===== config.mk =====
export PLATFORM = sky130hd
export DESIGN_NAME = spireg_bridge
export DESIGN_NICKNAME = d
export VERILOG_FILES = /design/src/rtl/spireg_pkg.sv /design/src/rtl/spireg_sync.sv /design/src/rtl/spireg_frame.sv /design/src/rtl/spireg_ctrl.sv /design/src/rtl/spireg_bridge.sv
export SDC_FILE = /design/constraint.sdc
export NUM_CORES = 1
export LEC_CHECK = 0
export BUFFER_PORTS_ARGS = -buffer_cell sky130_fd_sc_hd__buf_2
export CAP_MARGIN = 10
export CORE_ASPECT_RATIO = 0.6
export CORE_MARGIN = 2
export CORE_UTILIZATION = 50
export DETAILED_ROUTE_END_ITERATION = 7
export PLACE_DENSITY_LB_ADDON = 0.25
export REMOVE_ABC_BUFFERS = 1
export SYNTH_ARGS = -nofsm -noshare
export SYNTH_HDL_FRONTEND = slang
export SYNTH_SLANG_ARGS = --single-unit

===== constraint.sdc =====
create_clock -name clk -period 4.3 [get_ports clk]
set_input_delay 0.86 -clock clk [delete_from_list [all_inputs] [get_ports clk]]
set_output_delay 0.86 -clock clk [all_outputs]
set_load 0.05 [all_outputs]

===== src/rtl/spireg_pkg.sv =====
package spireg_pkg;
  localparam int HDR_BITS  = 24;
  localparam int WORD_BITS = 32;
  localparam int ADDR_W    = HDR_BITS - 1;
  localparam logic [7:0] IFID_SERIAL = 8'd2;

  // Map a register word to its on-wire order (wire bit 31 leaves first).
  // fmt[0]: 1 = big-endian bytes; fmt[1]: 1 = LSB first within each byte.
  // The mapping is its own inverse, so it also decodes received payloads.
  function automatic logic [31:0] wire_order(input logic [31:0] w, input logic [1:0] fmt);
    logic [31:0] t;
    logic [31:0] r;
    t = fmt[0] ? w : {w[7:0], w[15:8], w[23:16], w[31:24]};
    for (int b = 0; b < 4; b++) begin
      for (int i = 0; i < 8; i++) begin
        r[8*b+i] = fmt[1] ? t[8*b+7-i] : t[8*b+i];
      end
    end
    return r;
  endfunction
endpackage


===== src/rtl/spireg_sync.sv =====
module spireg_sync #(
  parameter int W = 1,
  parameter logic [W-1:0] RST_VAL = '0
) (
  input  logic         clk,
  input  logic         rst,
  input  logic [W-1:0] d,
  output logic [W-1:0] q
);
  logic [W-1:0] meta;

  always_ff @(posedge clk) begin
    if (rst) begin
      meta <= RST_VAL;
      q    <= RST_VAL;
    end else begin
      meta <= d;
      q    <= meta;
    end
  end
endmodule


===== src/rtl/spireg_frame.sv =====
module spireg_frame
  import spireg_pkg::*;
#(
  parameter int PAD_W = 4
) (
  input  logic              clk,
  input  logic              rst,
  input  logic              cs_n,
  input  logic              sclk_rise,
  input  logic              sclk_fall,
  input  logic              mosi,
  input  logic [PAD_W-1:0]  pad_n,
  input  logic [1:0]        fmt,
  input  logic [31:0]       rd_word,
  output logic              hdr_evt,
  output logic              hdr_we,
  output logic [ADDR_W-1:0] hdr_addr,
  output logic              wr_evt,
  output logic [31:0]       wr_data,
  output logic              start_evt,
  output logic              miso
);
  localparam int MAX_BITS = HDR_BITS + 8 * (2**PAD_W - 1) + WORD_BITS;
  localparam int CNT_W    = $clog2(MAX_BITS + 1);
  localparam logic [CNT_W-1:0] CNT_MAX  = {CNT_W{1'b1}};
  localparam logic [CNT_W-1:0] HDR_LAST = CNT_W'(HDR_BITS - 1);
  localparam logic [CNT_W-1:0] WR_LAST  = CNT_W'(HDR_BITS + WORD_BITS - 1);

  logic [CNT_W-1:0] cnt;
  logic [CNT_W-1:0] start_at;
  logic [30:0]      rx;
  logic [31:0]      tx;
  logic [31:0]      tx_load;
  logic             in_rd;
  logic             in_wr;

  assign tx_load = wire_order(rd_word, fmt);

  always_ff @(posedge clk) begin
    if (rst) begin
      cnt       <= '0;
      start_at  <= '0;
      rx        <= '0;
      tx        <= '0;
      in_rd     <= 1'b0;
      in_wr     <= 1'b0;
      hdr_evt   <= 1'b0;
      hdr_we    <= 1'b0;
      hdr_addr  <= '0;
      wr_evt    <= 1'b0;
      wr_data   <= '0;
      start_evt <= 1'b0;
      miso      <= 1'b0;
    end else begin
      hdr_evt   <= 1'b0;
      wr_evt    <= 1'b0;
      start_evt <= 1'b0;
      if (cs_n) begin
        cnt   <= '0;
        in_rd <= 1'b0;
        in_wr <= 1'b0;
        miso  <= 1'b0;
      end else if (sclk_rise && cnt != CNT_MAX) begin
        rx  <= {rx[29:0], mosi};
        cnt <= cnt + 1'b1;
        if (cnt == HDR_LAST) begin
          hdr_evt  <= 1'b1;
          hdr_we   <= rx[22];
          hdr_addr <= {rx[21:0], mosi};
          in_rd    <= ~rx[22];
          in_wr    <= rx[22];
          start_at <= CNT_W'(HDR_BITS) + (CNT_W'(pad_n) << 3);
        end
        if (in_wr && cnt == WR_LAST) begin
          wr_evt  <= 1'b1;
          wr_data <= wire_order({rx, mosi}, fmt);
        end
      end else if (sclk_fall && in_rd) begin
        if (cnt == start_at) begin
          miso      <= tx_load[31];
          tx        <= {tx_load[30:0], 1'b0};
          start_evt <= 1'b1;
        end else if (cnt > start_at) begin
          miso <= tx[31];
          tx   <= {tx[30:0], 1'b0};
        end
      end
    end
  end

  AST_HDR_COUNT: assert property (@(posedge clk) disable iff (rst)
    hdr_evt |-> cnt == CNT_W'(HDR_BITS));
  AST_EVT_EXCL: assert property (@(posedge clk) disable iff (rst)
    $onehot0({hdr_evt, wr_evt, start_evt}));
  AST_CS_ABORT: assert property (@(posedge clk) disable iff (rst)
    cs_n |=> !wr_evt && !start_evt);
endmodule


===== src/rtl/spireg_ctrl.sv =====
module spireg_ctrl
  import spireg_pkg::*;
#(
  parameter int PAD_W       = 4,
  parameter int RST_CYCLES  = 4096,
  parameter int IFCTRL_ADDR = 0,
  parameter int CFG_ADDR    = 1,
  parameter int SRST_ADDR   = 2
) (
  input  logic              clk,
  input  logic              rst,
  input  logic              hdr_evt,
  input  logic              hdr_we,
  input  logic [ADDR_W-1:0] hdr_addr,
  input  logic              wr_evt,
  input  logic [31:0]       wr_data,
  input  logic              start_evt,
  output logic [1:0]        fmt,
  output logic [PAD_W-1:0]  pad_n,
  output logic [31:0]       rd_word,
  output logic              rd_ready,
  output logic              bus_req,
  output logic              bus_we,
  output logic [ADDR_W-1:0] bus_addr,
  output logic [31:0]       bus_wdata,
  input  logic              bus_ack,
  input  logic [31:0]       bus_rdata,
  output logic              soft_rst
);
  localparam int RC_W = $clog2(RST_CYCLES + 1);
  localparam logic [ADDR_W-1:0] A_IFC  = ADDR_W'(IFCTRL_ADDR);
  localparam logic [ADDR_W-1:0] A_CFG  = ADDR_W'(CFG_ADDR);
  localparam logic [ADDR_W-1:0] A_SRST = ADDR_W'(SRST_ADDR);

  logic            slow_q;
  logic [RC_W-1:0] rst_cnt;
  logic [31:0]     local_val;

  function automatic logic is_local(input logic [ADDR_W-1:0] a);
    return (a == A_IFC) || (a == A_CFG) || (a == A_SRST);
  endfunction

  always_comb begin
    local_val = '0;
    if (hdr_addr == A_IFC) begin
      local_val[1:0] = fmt;
    end else if (hdr_addr == A_CFG) begin
      local_val[31:24]     = IFID_SERIAL;
      local_val[16]        = slow_q;
      local_val[PAD_W-1:0] = pad_n;
    end else if (hdr_addr == A_SRST) begin
      local_val[0] = soft_rst;
    end
  end

  always_ff @(posedge clk) begin
    if (rst) begin
      fmt       <= '0;
      pad_n     <= '0;
      slow_q    <= 1'b0;
      rd_word   <= '0;
      rd_ready  <= 1'b0;
      bus_req   <= 1'b0;
      bus_we    <= 1'b0;
      bus_addr  <= '0;
      bus_wdata <= '0;
      soft_rst  <= 1'b0;
      rst_cnt   <= '0;
    end else begin
      if (bus_req && bus_ack) begin
        bus_req <= 1'b0;
        if (!bus_we) begin
          rd_word  <= bus_rdata;
          rd_ready <= 1'b1;
        end
      end
      if (hdr_evt && !hdr_we) begin
        if (is_local(hdr_addr)) begin
          rd_word  <= local_val;
          rd_ready <= 1'b1;
        end else begin
          rd_word  <= '0;
          rd_ready <= 1'b0;
          bus_req  <= 1'b1;
          bus_we   <= 1'b0;
          bus_addr <= hdr_addr;
        end
      end
      if (start_evt && !rd_ready) slow_q <= 1'b1;
      if (wr_evt) begin
        if (!is_local(hdr_addr)) begin
          bus_req   <= 1'b1;
          bus_we    <= 1'b1;
          bus_addr  <= hdr_addr;
          bus_wdata <= wr_data;
        end else if (hdr_addr == A_IFC) begin
          fmt <= wr_data[1:0];
        end else if (hdr_addr == A_CFG) begin
          pad_n <= wr_data[PAD_W-1:0];
          if (wr_data[16]) slow_q <= 1'b0;
        end
      end
      if (wr_evt && hdr_addr == A_SRST && wr_data[0]) begin
        soft_rst <= 1'b1;
        rst_cnt  <= RC_W'(RST_CYCLES - 1);
      end else if (soft_rst) begin
        if (rst_cnt == '0) begin
          soft_rst <= 1'b0;
          fmt      <= '0;
          pad_n    <= '0;
          slow_q   <= 1'b0;
        end else begin
          rst_cnt <= rst_cnt - 1'b1;
        end
      end
    end
  end

  AST_REQ_HELD: assert property (@(posedge clk) disable iff (rst)
    bus_req && !bus_ack |=> bus_req && $stable(bus_addr));
  AST_LOCAL_OFF_BUS: assert property (@(posedge clk) disable iff (rst)
    $rose(bus_req) |-> !is_local(bus_addr));
  AST_SRST_DEFAULTS: assert property (@(posedge clk) disable iff (rst)
    $fell(soft_rst) |-> fmt == 2'b00 && pad_n == '0 && !slow_q);
  AST_FLAG_CAUSE: assert property (@(posedge clk) disable iff (rst)
    $rose(slow_q) |-> $past(start_evt && !rd_ready));
endmodule


===== src/rtl/spireg_bridge.sv =====
module spireg_bridge
  import spireg_pkg::*;
#(
  parameter int PAD_W      = 4,
  parameter int RST_CYCLES = 4096
) (
  input  logic              clk,
  input  logic              rst,
  input  logic              spi_sclk,
  input  logic              spi_cs_n,
  input  logic              spi_mosi,
  output logic              spi_miso,
  output logic              bus_req,
  output logic              bus_we,
  output logic [ADDR_W-1:0] bus_addr,
  output logic [31:0]       bus_wdata,
  input  logic              bus_ack,
  input  logic [31:0]       bus_rdata,
  output logic              soft_rst
);
  logic [2:0]        pins_s;
  logic              sclk_q;
  logic              sclk_rise;
  logic              sclk_fall;
  logic              hdr_evt;
  logic              hdr_we;
  logic [ADDR_W-1:0] hdr_addr;
  logic              wr_evt;
  logic [31:0]       wr_data;
  logic              start_evt;
  logic [1:0]        fmt;
  logic [PAD_W-1:0]  pad_n;
  logic [31:0]       rd_word;
  logic              rd_ready;

  spireg_sync #(.W(3), .RST_VAL(3'b100)) u_sync (
    .clk(clk), .rst(rst),
    .d({spi_cs_n, spi_sclk, spi_mosi}),
    .q(pins_s)
  );

  always_ff @(posedge clk) begin
    if (rst) sclk_q <= 1'b0;
    else     sclk_q <= pins_s[1];
  end

  assign sclk_rise = pins_s[1] & ~sclk_q;
  assign sclk_fall = ~pins_s[1] & sclk_q;

  spireg_frame #(.PAD_W(PAD_W)) u_frame (
    .clk(clk), .rst(rst),
    .cs_n(pins_s[2]), .sclk_rise(sclk_rise), .sclk_fall(sclk_fall), .mosi(pins_s[0]),
    .pad_n(pad_n), .fmt(fmt), .rd_word(rd_word),
    .hdr_evt(hdr_evt), .hdr_we(hdr_we), .hdr_addr(hdr_addr),
    .wr_evt(wr_evt), .wr_data(wr_data), .start_evt(start_evt),
    .miso(spi_miso)
  );

  spireg_ctrl #(.PAD_W(PAD_W), .RST_CYCLES(RST_CYCLES)) u_ctrl (
    .clk(clk), .rst(rst),
    .hdr_evt(hdr_evt), .hdr_we(hdr_we), .hdr_addr(hdr_addr),
    .wr_evt(wr_evt), .wr_data(wr_data), .start_evt(start_evt),
    .fmt(fmt), .pad_n(pad_n), .rd_word(rd_word), .rd_ready(rd_ready),
    .bus_req(bus_req), .bus_we(bus_we), .bus_addr(bus_addr), .bus_wdata(bus_wdata),
    .bus_ack(bus_ack), .bus_rdata(bus_rdata),
    .soft_rst(soft_rst)
  );
endmodule


==> out/metrics.yaml <==
grt:
  grt_pass1_wl_mm: 41.7
  antenna_found_initial: 0
  grt_use_total_pct: 21.5
  grt_pass1_vias: 7880
  overflow: 0
  grt_max_degree: 81
power:
  power_frac_seq_pct: 50.6
  p_clk_share_pct: 47.9
  switching_power_w: 0.000967
  combPwrFrac_pct: 1.5
  power_density_nw_per_um2: 368
  leakagePower_nw: 5.04
  peakVddDrop_mv: 0.301
  switching_share_pct: 20.7
  power.internal_w: 0.00371
final_layout:
  nNetsFinal: 1275
  stdcell_count: 1530
  seq_area_sq_um: 5110
  postLayoutCoreUtil_pct: 57.6
  drive_gt1_share_pct: 19.1
  fill_cells: 1928
  num_antenna_cells: 0
  area_growth_pct: 13.2
  multi_input_area_sq_um: 5760
clock_network:
  cts_setup_buffers: 0
  ctsHoldBuffers: 0
  tritoncts: "done"
  clk_latency_ns: 0.52
  cts_resized: 0
  cts.sinks: 255
  cts_root_buffer: "clkbuf_16"
  numCtsBuffers: 24
  cts-htree-levels: 1
  cts.path.max_buffers: 3
  clk_pin_slew_ns: 0.07
detailed_routing:
  drc: 0
  drt-wirelength-per-cell_um: 16.6
  vias: 8657
  wl_mm: 25.5
  dr.pass1.iters: 5
  antenna_left: 0
  drt_iter0_drc: 659
  via_per_inst: 5.66
die:
  dieHeight_um: 120
  fp.coreArea_sq_um: 22100
  start_util_pct: 50.9
  die_w_um: 198
  ios: 97
  die_area_sq_um: 23700
  fp-row-count: 42
logic_synthesis:
  synth_edf_count: 0
  ys_async_sr_fraction_pct: 0
  ys_ff_latch: 255
  netlist_area_sq_um: 11200
  ys.flop_type: "dfxtp_1"
  syn_area_per_cell_sq_um: 9.56
  synth-warning-count: 0
  syn_inst: 1175
  synth-seq-area-share_pct: 45.4
  ys_types: 52
timing:
  grt_setup_unrepaired: "false"
  fin_tns_setup_ns: 0
  clock.fmax_mhz: 367
  slew_violations: 0
  hold_viol: 0
  fin_crit_ns: 2.72
  skew_ns: 0.0118
  setup_ws_ns: 1.58
  period_share_pct: 63.3
  worst_pin_slew_ns: 1.17
  setup_viol: 0
  slew_headroom_pct: 21.7
outcome:
  outcome: "finished clean"
setup_path:
  crit_path_end_kind: "flip-flop"
  cp.arrival_ns: 3.15
  path_max_fanout: 29
  worstPathRequired_ns: 4.73
  cp-start-kind: "flip-flop"
  regToRegSetupSlack_ns: 1.58
  crit_type: "reg2reg"
placed_design:
  dp_cells: 1488
  gp_congestion: 0.784
  io_buffer_count: 96
  dpl_worst_slack_ns: 1.61
  hpwlAfterDp_mm: 16.7
run:
  cap_violations: 0
min_path:
  min_path_type: "reg2reg"
==> power groups by stage <==
stage                     Sequential [W]  Combinational, W  Clock (W)
final                            0.00237         0.0000720    0.00224
after global placement           0.00242         0.0000719          0
after detailed placement         0.00242         0.0000717          0
after floorplan                  0.00242         0.0000163          0
after global routing             0.00236         0.0000783    0.00238
after CTS                        0.00237         0.0000721    0.00227
==> layout by cell type, fill, tap and decap left out, types with 10 or more instances in the layout <==
master / netlist / routed
nor2_1: 118 / 117
dfxtp_1: 255 / 253
a21oi_1: 132 / 132
buf_2: 11 / 95
clkbuf_16: 0 / 25
xnor2_1: 10 / 10
nand2_1: 234 / 234
buf_4: 5 / 14
nor4_1: 10 / 10
a211oi_1: 35 / 35
nor3_1: 11 / 11
mux2i_1: 106 / 106
inv_1: 19 / 19
mux4_2: 64 / 64
==> routing by layer <==
layer	vias up	GRT usage [%]	share of wire, %
met5	-	0	0
met4	0	3.85	1.3
met1	4197	33.4	51
met2	206	31.6	43
li1	4230	-	-
met3	24	3.23	5.2
==> worst max-delay path: stages, from the launching register on <==
cell and delay, ns:
dfxtp_1 0.44, or4b_1 0.49, nor3_1 0.37, nor2b_2 1.02, nor2_1 0.08, a211oi_1 0.25
==> synth_stat cells (4+ instances only) <==
| cell type | n | share of area [%] |
|---|---|---|
| a211oi_1 | 35 | 2.3 |
| a21oi_1 | 132 | 5.9 |
| a31oi_1 | 4 | 0.22 |
| buf_1 | 8 | 0.27 |
| buf_2 | 11 | 0.49 |
| buf_4 | 5 | 0.33 |
| clkbuf_1 | 59 | 2.0 |
| dfxtp_1 | 255 | 45 |
| ha_1 | 9 | 1.0 |
| inv_1 | 19 | 0.63 |
| mux2i_1 | 106 | 9.4 |
| mux4_2 | 64 | 13 |
| nand2_1 | 234 | 7.8 |
| nand3_1 | 8 | 0.36 |
| nand3b_1 | 4 | 0.27 |
| nand4_1 | 4 | 0.22 |
| nor2_1 | 118 | 3.9 |
| nor2b_1 | 9 | 0.50 |
| nor3_1 | 11 | 0.49 |
| nor4_1 | 10 | 0.56 |
| o21ai_0 | 9 | 0.40 |
| or3_1 | 8 | 0.45 |
| xnor2_1 | 10 | 0.78 |
==> sequential cells by signal, indices dropped and copies added (netlist names), 2 cells and up, named ones only <==
| signal | cells |
|---|---|
| u_ctrl.bus_wdata | 32 |
| u_ctrl.rd_word | 32 |
| u_frame.wr_data | 32 |
| u_frame.rx | 31 |
| u_frame.tx | 31 |
| u_frame.hdr_addr | 23 |
| u_ctrl.rst_cnt | 13 |
| u_frame.cnt | 8 |
| u_frame.start_at | 5 |
| u_ctrl.pad_n | 4 |
| u_sync.meta | 3 |
| u_sync.q | 3 |
| u_ctrl.fmt | 2 |
==> final timing paths <==
check,from,to,depth (start not counted)
max,u_frame.cnt[4]$_SDFFE_PP0P_,u_frame.start_at[4]$_SDFFE_PP0P_,5
min,u_sync.meta[2]$_SDFF_PP1_,u_sync.q[2]$_SDFF_PP1_,1
max reg2reg,u_frame.cnt[4]$_SDFFE_PP0P_,u_frame.start_at[4]$_SDFFE_PP0P_,5
min reg2reg,u_sync.meta[2]$_SDFF_PP1_,u_sync.q[2]$_SDFF_PP1_,1
==> through the flow <==
step           area, sq um  power, W  hold WS, ns
6_report             12700   0.00468        0.409
5_1_grt              12700   0.00482        0.436
4_1_cts              12700   0.00471        0.411
3_5_place_dp         11900   0.00249        0.395
3_3_place_gp         11900   0.00249        0.398
2_1_floorplan        10900   0.00243        0.389
==> cell type report <==
type,count,share of cell area [%]
Sequential cell,255,40.2
Clock inverter,9,1.00
Timing Repair Buffer,110,4.65
Inverter,19,0.561
Multi-Input combinational cell,818,45.2
Clock buffer,33,5.55
Tap cell,286,2.81
==> logic make-up after synthesis <==
family | share of synthesized area (%)
XOR/XNOR | 1.01
adder cells (fa/ha/maj) | 1.00
flip-flops | 45.4
multiplexers | 22.4
buffers and inverters | 3.70
AND/OR/NAND/NOR | 16.4
AO/OA/AOI/OAI | 10.1
No activity file was read; power rests on OpenSTA's default activity.
